**src/rtl/bcd_wdog_pkg.sv**
```systemverilog
package bcd_wdog_pkg;
    localparam int DIGIT_W   = 4;
    localparam int NUM_DIGIT = 4;
    localparam int TMO_W     = DIGIT_W * NUM_DIGIT;

    typedef enum logic [1:0] {
        ST_HALT  = 2'd0,
        ST_COUNT = 2'd1,
        ST_PULSE = 2'd2
    } wd_state_e;
endpackage

```
**src/rtl/bcd_down_counter.sv**
```systemverilog
module bcd_down_counter #(
    parameter int DIGITS = 4
) (
    input  logic                clk,
    input  logic                rst_n,
    input  logic                load,
    input  logic [4*DIGITS-1:0] load_val,
    input  logic                step,
    output logic [4*DIGITS-1:0] value,
    output logic                at_one
);
    localparam int W = 4 * DIGITS;

    logic [DIGITS:0] borrow;
    assign borrow[0] = step;

    for (genvar i = 0; i < DIGITS; i++) begin : g_digit
        logic [3:0] d;
        assign d = value[4*i +: 4];
        assign borrow[i+1] = borrow[i] & (d == 4'd0);

        always_ff @(posedge clk or negedge rst_n) begin
            if (!rst_n) begin
                value[4*i +: 4] <= 4'd0;
            end else if (load) begin
                value[4*i +: 4] <= load_val[4*i +: 4];
            end else if (borrow[i]) begin
                value[4*i +: 4] <= (d == 4'd0) ? 4'd9 : d - 4'd1;
            end
        end
    end

    assign at_one = (value == W'(1));
endmodule

```
**src/rtl/wd_pulse_timer.sv**
```systemverilog
module wd_pulse_timer #(
    parameter int PULSE_CYCLES = 16
) (
    input  logic clk,
    input  logic rst_n,
    input  logic start,
    output logic done
);
    localparam int CW = $clog2(PULSE_CYCLES + 1);

    logic [CW-1:0] remain_q;

    always_ff @(posedge clk or negedge rst_n) begin
        if (!rst_n) begin
            remain_q <= '0;
        end else if (start) begin
            remain_q <= CW'(PULSE_CYCLES - 1);
        end else if (remain_q != '0) begin
            remain_q <= remain_q - 1'b1;
        end
    end

    assign done = (remain_q == '0);
endmodule

```
**src/rtl/bcd_wdog.sv**
```systemverilog
module bcd_wdog
    import bcd_wdog_pkg::*;
#(
    parameter int PULSE_CYCLES = 16
) (
    input  logic       clk,
    input  logic       rst_n,
    input  logic       tick,
    input  logic       tmo_lo_we,
    input  logic       tmo_hi_we,
    input  logic [7:0] wr_byte,
    input  logic       ctl_we,
    input  logic       ctl_en,
    input  logic       ctl_steer,
    input  logic       flag_clr,
    input  logic       status_rd,
    output logic       wd_flag,
    output logic       wd_enable,
    output logic       irq_req,
    output logic       rst_out_n
);
    localparam int HALF_W = TMO_W / 2;

    wd_state_e state_q, state_d;

    logic [HALF_W-1:0] tmo_lo_q, tmo_hi_q;
    logic [HALF_W-1:0] new_lo, new_hi;
    logic [TMO_W-1:0]  cur_tmo, new_tmo, cnt_val, load_val;
    logic              wr_any, counting, cnt_step, cnt_load, at_one, expire;
    logic              pulse_start, pulse_done;
    logic              en_q, steer_q, flag_q;

    // Timeout bytes: deliberately left without reset
    always_ff @(posedge clk) begin
        if (tmo_lo_we) tmo_lo_q <= wr_byte;
        if (tmo_hi_we) tmo_hi_q <= wr_byte;
    end

    assign wr_any   = tmo_lo_we | tmo_hi_we;
    assign new_lo   = tmo_lo_we ? wr_byte : tmo_lo_q;
    assign new_hi   = tmo_hi_we ? wr_byte : tmo_hi_q;
    assign new_tmo  = {new_hi, new_lo};
    assign cur_tmo  = {tmo_hi_q, tmo_lo_q};

    assign counting = (state_q != ST_HALT) && (cur_tmo != '0);
    assign cnt_step = counting & tick & ~wr_any;
    assign expire   = cnt_step & at_one;
    assign cnt_load = wr_any | expire;
    assign load_val = wr_any ? new_tmo : cur_tmo;

    bcd_down_counter #(.DIGITS(NUM_DIGIT)) u_cnt (
        .clk      (clk),
        .rst_n    (rst_n),
        .load     (cnt_load),
        .load_val (load_val),
        .step     (cnt_step),
        .value    (cnt_val),
        .at_one   (at_one)
    );

    assign pulse_start = (state_q == ST_COUNT) && (state_d == ST_PULSE);

    wd_pulse_timer #(.PULSE_CYCLES(PULSE_CYCLES)) u_pulse (
        .clk   (clk),
        .rst_n (rst_n),
        .start (pulse_start),
        .done  (pulse_done)
    );

    // Next-state logic
    always_comb begin
        state_d = state_q;
        unique case (state_q)
            ST_HALT: begin
                if (wr_any && new_tmo != '0) state_d = ST_COUNT;
            end
            ST_COUNT: begin
                if (wr_any && new_tmo == '0)        state_d = ST_HALT;
                else if (expire && en_q && steer_q) state_d = ST_PULSE;
            end
            ST_PULSE: begin
                if (pulse_done) state_d = (new_tmo != '0) ? ST_COUNT : ST_HALT;
            end
            default: state_d = ST_HALT;
        endcase
    end

    // State and control registers
    always_ff @(posedge clk or negedge rst_n) begin
        if (!rst_n) begin
            state_q <= ST_HALT;
            en_q    <= 1'b0;
            steer_q <= 1'b0;
            flag_q  <= 1'b0;
        end else begin
            state_q <= state_d;
            if (state_q == ST_PULSE && pulse_done) en_q <= 1'b0;
            else if (ctl_we)                       en_q <= ctl_en;
            if (ctl_we) steer_q <= ctl_steer;
            if (expire)                      flag_q <= 1'b1;
            else if (flag_clr || status_rd)  flag_q <= 1'b0;
        end
    end

    // Outputs
    always_comb begin
        rst_out_n = (state_q != ST_PULSE);
        irq_req   = flag_q & en_q & ~steer_q;
        wd_flag   = flag_q;
        wd_enable = en_q;
    end
endmodule

```
**config.mk**
```make
export PLATFORM = sky130hd
export DESIGN_NAME = bcd_wdog
export DESIGN_NICKNAME = d
export VERILOG_FILES = /design/src/rtl/bcd_wdog_pkg.sv /design/src/rtl/bcd_down_counter.sv /design/src/rtl/wd_pulse_timer.sv /design/src/rtl/bcd_wdog.sv
export SDC_FILE = /design/constraint.sdc
export NUM_CORES = 1
export LEC_CHECK = 0
export BUFFER_PORTS_ARGS = -buffer_cell sky130_fd_sc_hd__buf_2
export CAP_MARGIN = 20
export CELL_PAD_IN_SITES_DETAIL_PLACEMENT = 0
export CELL_PAD_IN_SITES_GLOBAL_PLACEMENT = 1
export CORE_UTILIZATION = 45
export CTS_CLUSTER_SIZE = 30
export DETAILED_ROUTE_END_ITERATION = 6
export GPL_ROUTABILITY_DRIVEN = 0
export PLACE_DENSITY_LB_ADDON = 0.1
export SLEW_MARGIN = 20
export SYNTH_ARGS = -nofsm -noshare
export SYNTH_HDL_FRONTEND = slang
export SYNTH_SLANG_ARGS = --single-unit
```
**constraint.sdc**
```tcl
create_clock -name clk -period 2.08 [get_ports clk]
set_input_delay 0.104 -clock clk [delete_from_list [all_inputs] [get_ports clk]]
set_output_delay 0.104 -clock clk [all_outputs]
set_load 0.02 [all_outputs]
```
==> flow_summary.yaml <==
run_status:
  outcome: "complete, no violations"
logic_synthesis:
  synth_cell_types: 57
  yosys.area.top_type: "dfrtp_1"
  yosys-top-cells-area: "dfrtp_1, dfxtp_1, mux2_2"
  syn_nets: 239
  syn_area_um2: 2200
  syn_inst: 220
  synth-seq-cells: 42
  ys.flop_type: "dfrtp_1"
  yosysMostFrequentCell: "dfrtp_1"
  synth_warnings: 0
  synthArstFlopShare_pct: 61.9
  ys_seq_area_share_pct: 44.2
  synth_edf_count: 0
  synthTopCellsByCount: "dfrtp_1, nor2_1, mux2_2"
  synth_area_per_cell_um2: 9.99
  yosysTopAreaCellShare_pct: 29.6
sta:
  maxSlewViolCount: 0
  rsz0062_at_grt: "true"
  fin_setup_tns_ns: 0
  setup_ws_ns: 0.0870
  hold_viol_final: 0
  setup_viol: 0
  fin_skew_ns: 0.00787
  hold_ws_ns: 0.0388
  fin_crit_sh_pct: 95.8
  tightest_slew_ns: 0.631
  fmax_mhz: 502
  layout_min_cycle_time_ns: 1.99
  slew_headroom_pct: 57.8
route:
  routedWlPerCell_um: 15.9
  via_count: 1859
  viasPerCell: 5.76
  dr.pass1.iters: 4
  drcViolationCount: 0
  wirelength_um: 5140
  antenna_left: 0
  dr.first_iter.drc_count: 98
worst_setup_path:
  required_ns: 2.25
  critPathArrivalTime_ns: 2.16
  cp_max_fo: 9
  slowest_delay_ns: 0.46
  cp_num_buf_inv: 1
  end_kind: "register"
  worstSetupStartpointType: "register"
  crit_start: "u_cnt.g_digit[1].d[0]$_DFFE_PN0P_"
  crit_chain: "nor4_4 > nand4_1 > buf_4 > o21ai_4 > o21ai_1 > a221o_1"
  r2r_start: "u_cnt.g_digit[1].d[0]$_DFFE_PN0P_"
  worst-setup-path-type: "register to register"
  slowest_stage: "dfrtp_1"
  crit_family: "compound AO/OA/AOI/OAI gates"
clock_network:
  clkLatencyLatePin_ns: 0.29
  cts.htree.levels: 2
  clkTransAtPathRegs_ns: 0.08
  cts_tree: "built"
  clockBufferDepth: 2
  clockRootBuffer: "clkbuf_8"
  cts_made_buffers: 5
  cts_num_sinks: 42
global_route:
  grt_util_all_layers_pct: 22.3
  grt_pass1_wl_um: 8740
  overflow: 0
  antenna_found_initial: 0
  grt_pass1_vias: 1803
  grt_max_degree: 27
finish:
  syn_to_final_growth_pct: 18.2
  final_cells: 323
  nets: 274
  antenna_cells: 0
  nFillCells: 418
  layout-drive-gt1-share_pct: 30.9
  multi_input_area_um2: 1170
  finalInstanceArea_um2: 2600
  final_util_pct: 55.0
  seqCellArea_um2: 971
placement:
  portBuffers: 21
  post-place-cells: 312
  place_ws_ns: -0.0150
  postPlaceCellArea_um2: 2440
  hpwl_um: 3960
floorplan:
  start_util_pct: 46.5
  ioPinCount: 22
  num_rows: 25
  die_x_um: 71.9
  coreArea_um2: 4720
  die_h_um: 71.9
  die_area_um2: 5170
pwr:
  combPwrFrac_pct: 23.6
  p_switching_mw: 0.669
  p_leak_nw: 1.04
  switching_share_pct: 30.2
  power_density_nw_per_um2: 852
  internal-power_mw: 1.54
  vdd_drop_max_v: 0.000423
  pwr-share-seq_pct: 48.0
  finalPower_mw: 2.21
  power_frac_clock_pct: 28.5
hold_path:
  hp-start: "ctl_steer"
  hold_class: "input port to register"
job:
  drv_cap: 0
-- per-layer routing --
layer  GRT usage, %  up-vias  part of all wire [%]
li1               -      911                     -
met1           28.0      902                    45
met5              0        -                     0
met2           38.3       42                    51
met4           6.97        0                  0.74
met3           4.64        4                   3.3
-- state kept, by name, summed over array words and instances (netlist names) --
| signal | count |
|---|---|
| steer_q | 1 |
| tmo_hi_q | 8 |
| wd_flag | 1 |
| wd_enable | 1 |
| state_q | 2 |
| u_cnt.g_digit.d | 16 |
| tmo_lo_q | 8 |
| u_pulse.remain_q | 5 |
-- cells in the final DEF (no fill, tap or decap), types with 3 or more instances in the layout --
master / Yosys / layout
a211oi_1: 4 / 4
clkbuf_8: 0 / 5
or2_2: 3 / 3
o21ai_0: 13 / 13
o21ai_1: 4 / 4
nand4_1: 5 / 5
nor4_2: 5 / 6
nor3_1: 8 / 8
buf_4: 1 / 14
inv_1: 6 / 6
nand2_1: 14 / 14
buf_2: 1 / 21
a31oi_1: 3 / 3
nand3_1: 4 / 4
mux2_2: 17 / 17
dfxtp_1: 16 / 16
nor2_1: 18 / 18
and4_1: 3 / 3
dfrtp_1: 26 / 26
a21oi_1: 13 / 12
nor4_1: 5 / 4
-- layout make-up --
type                    count  area share, %
flip-flops and latches     42           37.4
inverters                   6          0.867
repair buffers             37           9.25
clock inverters             2           1.45
well taps                  67           3.23
clock buffers               6           2.80
multi-input cells         163           45.0
-- power groups by stage --
stage | logic (mW) | clock network [mW] | registers [mW]
3_5_place_dp | 0.514 | 0 | 1.07
2_1_floorplan | 0.357 | 0 | 1.05
5_1_grt | 0.593 | 0.693 | 1.08
6_report | 0.522 | 0.629 | 1.06
4_1_cts | 0.519 | 0.655 | 1.06
3_3_place_gp | 0.497 | 0 | 1.06
-- worst paths after layout --
check | to | slack [ns] | depth (start not counted)
worst max-delay path | u_cnt.g_digit[0].d[2]$_DFFE_PN0P_ | 0.09 | 6
worst min-delay path | steer_q$_DFFE_PN0P_ | 0.04 | 2
worst max register to register | u_cnt.g_digit[0].d[2]$_DFFE_PN0P_ | 0.09 | 6
worst min register to register | u_pulse.remain_q[3]$_DFFE_PN0P_ | 0.52 | 2
max in group asynchronous | u_cnt.g_digit[2].d[0]$_DFFE_PN0P_ | 1.32 | 2
min in group asynchronous | steer_q$_DFFE_PN0P_ | 0.36 | 2
-- cells by family (layout without fill, tap and decap cells) --
logic type,Yosys count,count (layout),synth area share (%)
simple gates,78,78,21.4
compound gates,64,64,20.4
flops,42,42,44.2
mux,18,18,9.17
buf+inv,15,51,3.47
xor+xnor,2,2,0.797
fa+ha+maj,1,1,0.569
-- timing repair --
action,4_1_cts,5_1_grt
setup endpoints to repair,1,20
resized for setup,1,4
hold buffers,1,0
setup buffers,0,2
pin swaps,0,3
endpoints found under the hold margin,26,0
(Power assumes the default switching activity.)
